$ cat config.mk
export PLATFORM = sky130hd
export DESIGN_NAME = cmt_timer
export DESIGN_NICKNAME = d
export VERILOG_FILES = /design/src/rtl/cmt_pkg.sv /design/src/rtl/cmt_prescaler.sv /design/src/rtl/cmt_channel.sv /design/src/rtl/cmt_regbus.sv /design/src/rtl/cmt_timer.sv
export SDC_FILE = /design/constraint.sdc
export NUM_CORES = 1
export LEC_CHECK = 0
export CORE_ASPECT_RATIO = 0.6
export CORE_MARGIN = 2
export CORE_UTILIZATION = 35
export DETAILED_ROUTE_END_ITERATION = 10
export PLACE_DENSITY = 0.54
export SLEW_MARGIN = 10
export SYNTH_ARGS = -nofsm -noshare
export SYNTH_HDL_FRONTEND = slang
export SYNTH_SLANG_ARGS = --single-unit
$ cat constraint.sdc
create_clock -name clk -period 7 [get_ports clk]
set_clock_uncertainty 0.1 [all_clocks]
set_input_delay 2.1 -clock clk [delete_from_list [all_inputs] [get_ports clk]]
set_output_delay 2.1 -clock clk [all_outputs]
set_load 0.03 [all_outputs]
$ cat src/rtl/cmt_pkg.sv
package cmt_pkg;
  localparam int ADDR_W   = 4;
  localparam int DATA_W   = 16;
  localparam int FLAG_BIT = 7;
  localparam int IE_BIT   = 6;
  localparam int PRE_W    = $clog2(8 << 6);
  localparam logic [DATA_W-1:0] CTRL_MASK  = 16'h00C3;
  localparam logic [ADDR_W-1:0] START_ADDR = 4'h0;

  function automatic logic [ADDR_W-1:0] ctrl_addr(input int c);
    return ADDR_W'(2 + 6 * c);
  endfunction

  function automatic logic [ADDR_W-1:0] cnt_addr(input int c);
    return ADDR_W'(4 + 6 * c);
  endfunction

  function automatic logic [ADDR_W-1:0] cmp_addr(input int c);
    return ADDR_W'(6 + 6 * c);
  endfunction

  function automatic logic [PRE_W-1:0] pre_last(input logic [1:0] sel);
    return PRE_W'((8 << (2 * int'(sel))) - 1);
  endfunction
endpackage

$ cat src/rtl/cmt_prescaler.sv
module cmt_prescaler
  import cmt_pkg::*;
(
  input  logic       clk,
  input  logic       rst,
  input  logic       run,
  input  logic [1:0] sel,
  output logic       tick
);
  logic [PRE_W-1:0] acc;
  logic [PRE_W-1:0] last;

  always_comb last = pre_last(sel);

  // ">=" keeps the divider sane when the ratio is lowered mid-period
  assign tick = run && (acc >= last);

  always_ff @(posedge clk) begin
    if (rst || !run) acc <= '0;
    else if (tick)   acc <= '0;
    else             acc <= acc + 1'b1;
  end
endmodule

$ cat src/rtl/cmt_channel.sv
module cmt_channel
  import cmt_pkg::*;
#(
  parameter logic [DATA_W-1:0] CMP_RST = '1
) (
  input  logic              clk,
  input  logic              rst,
  input  logic              run,
  input  logic              wr_ctrl,
  input  logic              wr_cnt,
  input  logic              wr_cmp,
  input  logic              rd_ctrl,
  input  logic [DATA_W-1:0] wdata,
  output logic [DATA_W-1:0] ctrl_q,
  output logic [DATA_W-1:0] cnt_q,
  output logic [DATA_W-1:0] cmp_q,
  output logic              irq
);
  logic       flag, armed, ie;
  logic [1:0] cks;
  logic       tick, match, clr_ok;

  cmt_prescaler u_pre (
    .clk  (clk),
    .rst  (rst),
    .run  (run),
    .sel  (cks),
    .tick (tick)
  );

  assign match  = tick && !wr_cnt && (cnt_q == cmp_q);
  assign clr_ok = wr_ctrl && !wdata[FLAG_BIT] && armed && flag;

  always_ff @(posedge clk) begin
    if (rst) begin
      flag  <= 1'b0;
      armed <= 1'b0;
      ie    <= 1'b0;
      cks   <= 2'b00;
      cnt_q <= '0;
      cmp_q <= CMP_RST;
    end else begin
      if (wr_ctrl) begin
        ie  <= wdata[IE_BIT];
        cks <= wdata[1:0];
      end
      if (wr_cmp) cmp_q <= wdata;
      if (wr_cnt)    cnt_q <= wdata;
      else if (tick) cnt_q <= match ? '0 : cnt_q + 1'b1;
      if (match) begin
        flag  <= 1'b1;
        armed <= 1'b0;
      end else if (clr_ok) begin
        flag  <= 1'b0;
        armed <= 1'b0;
      end else if (rd_ctrl && flag) begin
        armed <= 1'b1;
      end
    end
  end

  assign ctrl_q = {8'h00, flag, ie, 4'h0, cks};
  assign irq    = flag & ie;
endmodule

$ cat src/rtl/cmt_regbus.sv
module cmt_regbus
  import cmt_pkg::*;
#(
  parameter int NUM_CH = 2
) (
  input  logic              clk,
  input  logic              rst,
  input  logic [ADDR_W-1:0] addr,
  input  logic              wr,
  input  logic              rd,
  input  logic [DATA_W-1:0] start_v,
  input  logic [DATA_W-1:0] ctrl_v [NUM_CH],
  input  logic [DATA_W-1:0] cnt_v  [NUM_CH],
  input  logic [DATA_W-1:0] cmp_v  [NUM_CH],
  output logic              wr_start,
  output logic [NUM_CH-1:0] wr_ctrl,
  output logic [NUM_CH-1:0] wr_cnt,
  output logic [NUM_CH-1:0] wr_cmp,
  output logic [NUM_CH-1:0] rd_ctrl,
  output logic [DATA_W-1:0] rdata
);
  logic [DATA_W-1:0] rd_val;

  always_comb begin
    wr_start = wr && (addr == START_ADDR);
    rd_val   = (addr == START_ADDR) ? start_v : '0;
    for (int c = 0; c < NUM_CH; c++) begin
      wr_ctrl[c] = wr && (addr == ctrl_addr(c));
      wr_cnt[c]  = wr && (addr == cnt_addr(c));
      wr_cmp[c]  = wr && (addr == cmp_addr(c));
      rd_ctrl[c] = rd && (addr == ctrl_addr(c));
      if (addr == ctrl_addr(c)) rd_val = ctrl_v[c];
      if (addr == cnt_addr(c))  rd_val = cnt_v[c];
      if (addr == cmp_addr(c))  rd_val = cmp_v[c];
    end
  end

  always_ff @(posedge clk) begin
    if (rst)     rdata <= '0;
    else if (rd) rdata <= rd_val;
  end
endmodule

$ cat src/rtl/cmt_timer.sv
module cmt_timer
  import cmt_pkg::*;
#(
  parameter int                NUM_CH  = 2,
  parameter logic [DATA_W-1:0] CMP_RST = 16'hFFFF
) (
  input  logic              clk,
  input  logic              rst,
  input  logic [3:0]        bus_addr,
  input  logic              bus_wr,
  input  logic              bus_rd,
  input  logic [15:0]       bus_wdata,
  output logic [15:0]       bus_rdata,
  output logic [NUM_CH-1:0] irq
);
  logic [NUM_CH-1:0] start_q;
  logic [DATA_W-1:0] start_v;
  logic              wr_start;
  logic [NUM_CH-1:0] wr_ctrl, wr_cnt, wr_cmp, rd_ctrl;
  logic [DATA_W-1:0] ch_ctrl [NUM_CH];
  logic [DATA_W-1:0] ch_cnt  [NUM_CH];
  logic [DATA_W-1:0] ch_cmp  [NUM_CH];

  always_ff @(posedge clk) begin
    if (rst)           start_q <= '0;
    else if (wr_start) start_q <= bus_wdata[NUM_CH-1:0];
  end

  assign start_v = DATA_W'(start_q);

  cmt_regbus #(.NUM_CH(NUM_CH)) u_bus (
    .clk      (clk),
    .rst      (rst),
    .addr     (bus_addr),
    .wr       (bus_wr),
    .rd       (bus_rd),
    .start_v  (start_v),
    .ctrl_v   (ch_ctrl),
    .cnt_v    (ch_cnt),
    .cmp_v    (ch_cmp),
    .wr_start (wr_start),
    .wr_ctrl  (wr_ctrl),
    .wr_cnt   (wr_cnt),
    .wr_cmp   (wr_cmp),
    .rd_ctrl  (rd_ctrl),
    .rdata    (bus_rdata)
  );

  for (genvar c = 0; c < NUM_CH; c++) begin : g_ch
    cmt_channel #(.CMP_RST(CMP_RST)) u_ch (
      .clk     (clk),
      .rst     (rst),
      .run     (start_q[c]),
      .wr_ctrl (wr_ctrl[c]),
      .wr_cnt  (wr_cnt[c]),
      .wr_cmp  (wr_cmp[c]),
      .rd_ctrl (rd_ctrl[c]),
      .wdata   (bus_wdata),
      .ctrl_q  (ch_ctrl[c]),
      .cnt_q   (ch_cnt[c]),
      .cmp_q   (ch_cmp[c]),
      .irq     (irq[c])
    );
  end
endmodule

Yosys cells after proc, flatten, opt, wreduce, memory -nomap -nowiden
Index checks and enable logic that the tools add are counted.
- order comparisons: 2
- equality and inequality tests: 8
- add/sub/neg operators: 6
- mux-type cells: 17
- reductions and logical operators: 39
- shift operators: 2
- bitwise operators: 2
- operator list (kind ; number):
    16-bit two-way mux ; 12
    16-bit by 1-bit adder with 16-bit output (second input constant) ; 2
    16-bit == test ; 2
    1-bit logical AND ; 23
    9-bit by 1-bit adder with 9-bit output (second input constant) ; 2
    9-bit greater-or-equal comparator ; 2
    4-bit by 3-bit left shift with 9-bit output (first input constant) ; 2
    9-bit by 2-bit subtractor with 9-bit output (second input constant) ; 2
    4-bit == test (second input constant) ; 3
    4-bit by 3-bit == test with 1-bit output (second input constant) ; 2
    2-bit nonzero test ; 4
    3-bit OR reduction ; 2
    1-bit logical NOT ; 5
    4-bit by 2-bit == test with 1-bit output (second input constant) ; 1
    4-bit logical NOT ; 1
    1-bit two-way mux ; 4
    2-bit OR reduction ; 2
    1-bit AND ; 2
    1-bit logical OR ; 2
    2-bit two-way mux ; 1
- input port bits: 24
- output and inout bits: 18
- register bits after elaboration: 110
- logic and storage cells: 92

Depth between registers and ports, before layout
Gate-level depths: netlist of run 1.
- depth after elaboration: 9
- mapped depth: 9
- gate-level depth less buffers: 8

Cells and area by module
A second synthesis of run 1 with hierarchy kept.
- cell total of the unflattened synthesis: 854
- area, all modules: 7224.4 µm²
- modules (own cells, without submodules) (module ; seq. area each (µm²) ; instances ; cells an instance ; area each (µm²)):
    cmt_channel ; 740.7 ; 2 ; 232 ; 2080.7
    cmt_regbus ; 320.3 ; 1 ; 259 ; 1913.1
    cmt_prescaler ; 180.2 ; 2 ; 62 ; 539.3
    cmt_timer ; 40.0 ; 1 ; 7 ; 71.3

Worst setup path before layout of run 1
No wires, ideal clock.
- path type: in2reg
- start: in bus_addr[2]
- end: reg g_ch[1].u_ch.cnt_q[7]
- data arrival time: 3.685 ns
- cell stages on the path: 9
- library setup time: 0.064 ns
- data required time: 6.836 ns
- buffers on the path: 3
- slack: 3.151 ns
- cells stage by stage: clkbuf_2 > nor3b_2 > and2_4 > buf_6 > a21o_4 > or3_1 > buf_2 > or3_1 > nand4_1
- cells in the longest elaborated chain, start to end: 8
- elaborated cells on any way between the ends: 9
- RTL lines (item ; line ; text):
    from (decl) ; cmt_timer.sv:9 ; input logic [3:0] bus_addr,
    4-bit == test (*) ; cmt_regbus.sv:29 ; wr_cnt[c] = wr && (addr == cnt_addr(c));
    1-bit logical AND (*) ; cmt_regbus.sv:29 ;
    1-bit logical NOT ; cmt_channel.sv:31 ; assign match = tick && !wr_cnt && (cnt_q == cmp_q);
    1-bit logical AND (2 in series) ; cmt_channel.sv:31 ;
    16-bit two-way mux (2 in series) ; cmt_channel.sv:49 ; else if (tick) cnt_q <= match ? '0 : cnt_q + 1'b1;
    16-bit two-way mux ; cmt_channel.sv:48 ; if (wr_cnt) cnt_q <= wdata;
    to (signal assigned) ; cmt_channel.sv:48 ;
    to (signal assigned) ; cmt_channel.sv:49 ;
    to (decl) ; cmt_channel.sv:15 ; output logic [DATA_W-1:0] cnt_q,
Mark *: on every way between the ends. The rest lies on a longest branch, timed or not. The select of a mux whose other input is x is not followed.
A chain may end at the register's enable or synchronous reset.

Final worst setup path of run 1
- start: in bus_addr[2]
- end: reg g_ch[1].u_ch.cnt_q[4]
The elaborated chain is that of the path after synthesis.

==> out/metrics.yaml, run 1 <==
outcome:
  status: "finished clean"
critical_path:
  reg2regPathDepth: 8
  reg2reg_to: "g_ch[1].u_ch.cnt_q[5]"
  worstPathRequired_ps: 7190
  cp-end-kind: "flop"
  r2r-start: "g_ch[1].u_ch.cks[1]"
  path_max_fanout: 18
  worstPathArrival_ps: 4990
  startpoint_type: "input port"
  endpoint: "g_ch[1].u_ch.cnt_q[4]"
  crit_start: "bus_addr[2]"
  r2r_slack_ps: 3960
  critPathKind: "in -> reg"
layout:
  final_common_cell: "nand2_1"
  fin_area_sq_um: 6710
  post-route-util: 0.410
  nNetsFinal: 809
  syn_to_final_growth_pct: 13.7
  insertedDiodeCount: 0
  final_cell_mix: "nand2_1, dfxtp_1, nor2_1"
  num-fill-cells: 1673
  drive_above_1_share: 0.0349
  multi_input_area_sq_um: 3470
  final-instance-count-excl-fill: 1002
  ff_latch_area_sq_um: 2200
route:
  vias: 5591
  wl_per_cell_microns: 18.2
  postRouteAntennaNets: 0
  drt_iter0_markers: 542
  remaining_drc_errors: 0
  dr.pass1.iters: 5
  viasPerCell: 5.58
  finalWirelength_microns: 18300
place:
  hpwl_microns: 13500
  dp.cells: 986
  port_buffers: 41
  placed_area_sq_um: 6430
  globalplace.congestion: 0.861
timing:
  tns_ps: 0
  finalCritPeriodShare: 0.686
  fmax_mhz: 208
  slew_headroom: 0.183
  period_minus_slack_ps: 4810
  maxSlewViolCount: 0
  setup_violations: 0
  rsz0062_at_grt: "false"
  tightest_slew_ps: 1220
  hold_viol_final: 0
clock_network:
  cts_tree: "yes"
  cts_setup_buffers: 0
  clk_transition_reported_paths_ps: 70
  cts_hold_buf: 0
  cts_buffers: 9
  htree_levels: 3
  clock_path_buffers: 2
  clock_latency_ps: 350
  cts_root_buf: "clkbuf_16"
  cts_resized: 0
  clock_sinks: 110
global_routing:
  grt_max_degree: 46
  grt_pass1_vias: 5212
  antenna_found_initial: 0
  grt_pass1_wl_microns: 28900
  overflow: 0
  track_usage: 0.208
power:
  power_w: 0.00130
  leakage_nw: 2.42
  peakVddDrop_mv: 0.108
  powerDensity_nw_per_um2: 195
die:
  rows: 36
  core-area_sq_um: 16400
  initial_core_util: 0.361
  dieWidth_microns: 172
  dieHeight_microns: 105
  io_pins: 42
  die_area_sq_um: 17900
logic_synthesis:
  seq_area_frac_synth: 0.373
  yosysUniqueCellTypes: 57
  yosysTopAreaCell: "dfxtp_1"
  synth_warnings: 0
  synth_edf_count: 0
  syn_inst: 754
  ys_ff_latch: 110
  synthesis.area_sq_um: 5900
  ys.flop_type: "dfxtp_1"
  synth_area_leaders: "dfxtp_1, nand2_1, nand3b_1, nand3_1, xor2_1"
  synth_top_cell_area_share: 0.373
  synthArstFlopShare: 0
  syn_area_per_cell_sq_um: 7.83
  syn_nets: 794
run:
  maxCapViolations: 0
worst_hold_path:
  hp-class: "reg -> reg"
-- final cells by class --
| type | count | share of cell area |
|---|---|---|
| clock inverter | 5 | 0.00504 |
| timing repair buffer | 42 | 0.0616 |
| clock buffer | 11 | 0.0362 |
| tap | 228 | 0.0425 |
| inverter | 17 | 0.00951 |
| sequential | 110 | 0.328 |
| multi-input combinational | 589 | 0.517 |
-- stage by stage --
step	setup WS, ps	hold slack (ps)
global route	1970	402
floorplan	3150	342
detailed placement	1920	364
global placement	2010	367
CTS	2280	378
finish	2190	375
-- cell usage after synthesis (2+ instances only) --
master      n
o311ai_0    5
o21ai_1     4
buf_4       2
a221o_1     4
and4_1      5
mux2_2      3
nor2b_1     4
or2_2       2
mux2i_1     7
a221oi_1   15
and3_1     17
buf_1       2
inv_1      17
xor2_1     28
dfxtp_1   110
o211ai_1    2
nor3b_1     4
buf_2       7
nor3_1     24
and2_1     10
a211oi_1    3
o22ai_1     4
clkbuf_1   25
or3_1       6
a22oi_1     5
nor4_1      7
nand2_1   146
o31a_1      3
xnor2_1    20
nand4_1    14
o21ai_0    24
o31ai_1     2
a32oi_1     3
nand3b_1   36
nand3_1    53
a21oi_1    32
ha_1       16
nor2_1     64
-- power by group --
part           switching, W  internal (W)
logic             0.0000798     0.0000566
registers         0.0000296      0.000644
clock network      0.000242      0.000252
total              0.000352      0.000953
-- logic make-up (layout without fill, tap and decap cells) --
group | Yosys count | in the layout | share of synthesized area
buf+inv | 55 | 75 | 0.0392
compound gates | 117 | 117 | 0.132
simple gates | 398 | 398 | 0.332
mux | 10 | 10 | 0.0176
fa+ha+maj | 16 | 16 | 0.0339
flops | 110 | 110 | 0.373
xor+xnor | 48 | 48 | 0.0712
-- critical path: stages --
cell and delay [ps]:
clkdlybuf4s50_1 760, nor3b_2 540, and2_4 350, nand2_1 140, nor2_1 760, a22oi_1 210, o21ai_1 120
-- registers in the layout, indices dropped and copies added (netlist names) --
name,flops
g_ch.u_ch.ie,2
g_ch.u_ch.cnt_q,32
g_ch.u_ch.cks,4
g_ch.u_ch.cmp_q,32
g_ch.u_ch.armed,2
start_q,2
u_bus.rdata,16
g_ch.u_ch.flag,2
g_ch.u_ch.u_pre.acc,18
-- per-layer routing --
metal  track usage  routed length, microns  vias up
met1         0.330                    9380     2673
met3        0.0462                    1550        8
met5             0                       0        -
li1              -                       -     2699
met2         0.280                    7230      211
met4        0.0412                     115        0
-- how the worst min path moves through the flow --
stage          depth (start not counted)             from               to
6_report                               2   u_bus.rdata[8]   u_bus.rdata[8]
3_5_place_dp                           2   u_bus.rdata[8]   u_bus.rdata[8]
5_1_grt                                2   u_bus.rdata[2]   u_bus.rdata[2]
2_1_floorplan                          2  g_ch[1].u_ch.ie  g_ch[1].u_ch.ie
4_1_cts                                2   u_bus.rdata[8]   u_bus.rdata[8]
3_3_place_gp                           2   u_bus.rdata[2]   u_bus.rdata[2]
No activity file was read; power rests on OpenSTA's default activity.
==> inputs of run 2 (changes only) <==
--- a/config.mk
+++ b/config.mk
@@ -9,7 +9,7 @@
 export CORE_MARGIN = 2
 export CORE_UTILIZATION = 35
 export DETAILED_ROUTE_END_ITERATION = 10
-export PLACE_DENSITY = 0.54
+export PLACE_DENSITY = 0.56
 export SLEW_MARGIN = 10
 export SYNTH_ARGS = -nofsm -noshare
 export SYNTH_HDL_FRONTEND = slang
==> constraint.sdc (replaced) <==
create_clock -name clk -period 4.08 [get_ports clk]
set_clock_uncertainty 0.1 [all_clocks]
set_input_delay 1.224 -clock clk [delete_from_list [all_inputs] [get_ports clk]]
set_output_delay 1.224 -clock clk [all_outputs]
set_load 0.03 [all_outputs]
==> run 2 against run 1 <==
Effect of this change:
- combinational power rose by 79%
- via count rose by 0.63%
- sequential share of layout area fell by 0.58 points
- power rose by 77%
- final area rose by 1.8%
- hold slack improved by 3.2 ps
- routed wire length fell by 0.46%
- core utilization rose by 0.73 points
- sequential power rose by 72%
- sequential cell count did not move
- first-iteration DRC count rose by 7.2%
- critical path depth did not move
- largest cell class unchanged
==> out/metrics.yaml, run 2 (synthesized netlist as in run 1, its figures left out) <==
die:
  rows: 36
  initial_core_util: 0.361
  core-area_sq_um: 16400
  io_pins: 42
  dieHeight_microns: 105
  die_area_sq_um: 17900
  dieWidth_microns: 172
critical_path:
  cp-end-kind: "flop"
  critPathKind: "in -> reg"
  startpoint_type: "input port"
  path_max_fanout: 14
  worstPathArrival_ps: 3570
  worstPathRequired_ps: 4270
layout:
  fin_area_sq_um: 6830
  drive_above_1_share: 0.0508
  top_regs: "g_ch.u_ch.cmp_q (32), g_ch.u_ch.cnt_q (32), g_ch.u_ch.u_pre.acc (18)"
  insertedDiodeCount: 0
  nNetsFinal: 822
  final_common_cell: "nand2_1"
  syn_to_final_growth_pct: 15.7
  final_cell_mix: "nand2_1, dfxtp_1, nor2_1"
timing:
  rsz0062_at_grt: "false"
  tns_ps: 0
  hold_viol_final: 0
  maxSlewViolCount: 0
  period_minus_slack_ps: 3380
  slew_headroom: 0.351
  fmax_mhz: 296
  finalCritPeriodShare: 0.828
  setup_violations: 0
  tightest_slew_ps: 970
route:
  remaining_drc_errors: 0
  dr.max_layer_used: "met4"
  vias: 5626
  drt_iter0_markers: 581
  dr.pass1.iters: 5
  wl_met2_microns: 7270
  finalWirelength_microns: 18200
  postRouteAntennaNets: 0
  wl_per_cell_microns: 17.9
  viasPerCell: 5.54
  drt-met1-wl_microns: 9450
  wl_met3_microns: 1320
clock_network:
  htree_levels: 3
  cts_tree: "yes"
  cts_buffers: 9
  clock_path_buffers: 2
  cts_resized: 0
  clock_latency_ps: 360
  clk_transition_reported_paths_ps: 80
  cts_hold_buf: 0
  cts_setup_buffers: 0
  cts_root_buf: "clkbuf_16"
  clock_sinks: 110
power:
  leakage_nw: 2.49
  power.clock.fraction: 0.395
  intPower_w: 0.00169
  seqPwrFrac: 0.500
  powerDensity_nw_per_um2: 338
  peakVddDrop_mv: 0.169
  p_sw_w: 0.000621
  switching_share: 0.269
  combPwrFrac: 0.105
global_routing:
  grt_pass1_vias: 5328
  antenna_found_initial: 0
  grt_max_degree: 35
  grt_pass1_wl_microns: 29200
  track_usage: 0.209
  overflow: 0
place:
  globalplace.congestion: 0.877
  placed_area_sq_um: 6530
  hpwl_microns: 13700
  port_buffers: 41
outcome:
  status: "finished clean"
run:
  maxCapViolations: 0
worst_hold_path:
  hp-class: "reg -> reg"
==> run 2: cell types whose count changed in the layout (fill, tap and decap cells not counted) <==
cell / delta
buf_4: +13
bufinv_16: +1
clkbuf_8: -1
clkinv_2: -2
clkinv_4: +1
clkinvlp_4: +1
==> run 2: per-stage QoR <==
stage                util  hold slack [ps]  power (W)  instances  setup slack [ps]
global placement    0.399              369    0.00141        999               513
finish              0.418              378    0.00231       1015               702
CTS                 0.418              383    0.00232       1015               786
detailed placement  0.399              369    0.00142        999               427
floorplan               -              342    0.00130        754              1110
global route        0.418              409    0.00239       1015               523
==> run 2: path summary, 6_finish.rpt <==
kind | startpoint | end | slack, ps | depth (start not counted)
setup / recovery | bus_wr | g_ch[0].u_ch.cnt_q[12] | 700 | 7
hold / removal | u_bus.rdata[3] | u_bus.rdata[3] | 380 | 2
setup reg to reg | g_ch[1].u_ch.cks[1] | g_ch[1].u_ch.cnt_q[6] | 1220 | 9
hold reg to reg | u_bus.rdata[3] | u_bus.rdata[3] | 380 | 2
==> run 2: power groups by stage <==
stage	combinational, W	clock (W)	sequential, W
2_1_floorplan	0.000130	0	0.00117
3_3_place_gp	0.000237	0	0.00118
3_5_place_dp	0.000240	0	0.00118
4_1_cts	0.000241	0.000927	0.00115
5_1_grt	0.000264	0.000970	0.00116
6_report	0.000243	0.000912	0.00116
==> run 2: cell type report <==
cell class	count	area, sq um
Fill cell	1668	9520
Timing Repair Buffer	55	510
Multi-Input combinational cell	589	3470
Clock inverter	6	70.1
Tap cell	228	285
Clock buffer	10	229
Inverter	17	63.8
Sequential cell	110	2200
==> run 2: worst max-delay path, stage by stage <==
cell and delay (ps):
clkdlybuf4s50_1 520, nor2b_1 200, and3_1 250, nor2_1 300
nand3_1 500, o31ai_1 420, o21bai_1 150
==> run 2: per-layer routing <==
| layer | vias to the layer above | GRT usage |
|---|---|---|
| li1 | 2718 | - |
| met1 | 2712 | 0.325 |
| met2 | 179 | 0.287 |
| met3 | 17 | 0.0481 |
| met4 | 0 | 0.0424 |
| met5 | - | 0 |
==> inputs of run 3 (changes only) <==
--- a/config.mk
+++ b/config.mk
@@ -9,7 +9,7 @@
 export CORE_MARGIN = 2
 export CORE_UTILIZATION = 35
 export DETAILED_ROUTE_END_ITERATION = 10
-export PLACE_DENSITY = 0.56
+export PLACE_DENSITY = 0.54
 export SLEW_MARGIN = 10
 export SYNTH_ARGS = -nofsm -noshare
 export SYNTH_HDL_FRONTEND = slang
==> constraint.sdc (replaced) <==
create_clock -name clk -period 3.3 [get_ports clk]
set_clock_uncertainty 0.1 [all_clocks]
set_input_delay 0.99 -clock clk [delete_from_list [all_inputs] [get_ports clk]]
set_output_delay 0.99 -clock clk [all_outputs]
set_load 0.03 [all_outputs]
==> run 3 against run 2 <==
Effect of this change:
- sequential share of layout area down 0.56 points
- highest routed layer unchanged
- setup slack lost 340 ps
- non-clock buffer count increased by 15
- sequential power grew 22%
- largest power group unchanged
- via count rose by 0.60%
- die area unchanged
- clock power up 25%
- critical path depth unchanged
- power grew 25%
- sequential cell count did not move
==> out/metrics.yaml, run 3 (synthesized netlist as in run 1, its figures left out) <==
clock_network:
  htree_levels: 3
  clock_path_buffers: 2
  clk_transition_reported_paths_ps: 80
  clock_latency_ps: 350
  cts_resized: 0
  clock_sinks: 110
  cts_buffers: 9
  cts_root_buf: "clkbuf_16"
  cts_hold_buf: 0
  cts_tree: "yes"
  cts_setup_buffers: 0
route:
  remaining_drc_errors: 0
  finalWirelength_microns: 18400
  dr.pass1.iters: 5
  viasPerCell: 5.50
  drt_iter0_markers: 555
  vias: 5660
  postRouteAntennaNets: 0
  wl_per_cell_microns: 17.9
die:
  core-area_sq_um: 16400
  dieHeight_microns: 105
  dieWidth_microns: 172
  initial_core_util: 0.361
  rows: 36
  io_pins: 42
  die_area_sq_um: 17900
layout:
  num-fill-cells: 1638
  final_common_cell: "nand2_1"
  multi_input_area_sq_um: 3470
  final_cell_mix: "nand2_1, dfxtp_1, nor2_1"
  drive_above_1_share: 0.0698
  fin_area_sq_um: 6950
  insertedDiodeCount: 0
  syn_to_final_growth_pct: 17.8
  nNetsFinal: 837
  ff_latch_area_sq_um: 2200
  top_regs: "g_ch.u_ch.cmp_q (32), g_ch.u_ch.cnt_q (32), g_ch.u_ch.u_pre.acc (18)"
run:
  maxCapViolations: 0
timing:
  maxSlewViolCount: 0
  finalCritPeriodShare: 0.890
  tightest_slew_ps: 934
  rsz0062_at_grt: "false"
  fmax_mhz: 341
  tns_ps: 0
  hold_viol_final: 0
  slew_headroom: 0.376
  setup_violations: 0
  period_minus_slack_ps: 2940
critical_path:
  path_max_fanout: 14
  worstPathRequired_ps: 3470
  slowest_stage: "nor2b_1"
  worstPathArrival_ps: 3110
  critPathKind: "in -> reg"
  crit_path_cell_trace: "clkdlybuf4s50_1 > nor3b_2 > and2_4 > a21o_4 > nor2b_1 > a222oi_1 > o31ai_1"
  startpoint_type: "input port"
  cpPeakStageDelay_ps: 730
  reg2regPathDepth: 9
  cp-end-kind: "flop"
place:
  hpwl_microns: 14000
  globalplace.congestion: 0.890
  port_buffers: 41
  placed_area_sq_um: 6640
global_routing:
  grt_max_degree: 51
  track_usage: 0.211
  grt_pass1_wl_microns: 29400
  antenna_found_initial: 0
  overflow: 0
  grt_pass1_vias: 5333
worst_hold_path:
  hp-class: "reg -> reg"
  min_path_cells: 2
power:
  leakage_nw: 2.58
  powerDensity_nw_per_um2: 414
  peakVddDrop_mv: 0.234
outcome:
  status: "finished clean"
run 3: changes by cell type in the layout (fill, tap and decap cells not counted), sizes merged:
cell,previous run,this run
inv,18,19
clkinvlp,3,1
clkinv,1,2
buf,15,30
run 3: critical path: cells and delay by family:
family                 cells  cell delay (ps)
AO/OA/AOI/OAI              3              620
AND/OR/NAND/NOR            3             1080
buffers and inverters      1              420
run 3: area by class of cell:
class | count | share of cell area
inverter | 17 | 0.00918
sequential | 110 | 0.317
tap | 228 | 0.0411
clock inverter | 6 | 0.00990
clock buffer | 10 | 0.0344
multi-input combinational | 589 | 0.499
timing repair buffer | 70 | 0.0897
run 3: per-stage QoR:
step	worst slack (ps)	total power (W)	util	hold slack (ps)	std cells
floorplan	561	0.00161	-	342	754
detailed placement	38.0	0.00177	0.406	367	1014
global route	215	0.00299	0.425	400	1030
global placement	88.5	0.00176	0.406	370	1014
CTS	398	0.00290	0.425	380	1030
finish	363	0.00288	0.425	376	1030
run 3: final timing paths:
check	slack [ps]	startpoint	endpoint
worst min-delay path	380	u_bus.rdata[9]	u_bus.rdata[9]
worst min register to register	380	u_bus.rdata[9]	u_bus.rdata[9]
worst max-delay path	360	bus_addr[3]	g_ch[1].u_ch.cnt_q[5]
worst max register to register	490	g_ch[1].u_ch.cks[0]	g_ch[1].u_ch.cnt_q[5]
run 3: power breakdown:
group	internal (W)	switching (W)	total, W
sequential	0.00137	0.0000496	0.00142
clock	0.000616	0.000523	0.00114
combinational	0.000138	0.000186	0.000324
run 3: metal layers:
layer	up-vias	track usage	routed length [microns]
met2	183	0.287	7370
met4	0	0.0297	112
met5	-	0	0
li1	2750	-	-
met3	9	0.0515	1600
met1	2718	0.333	9350
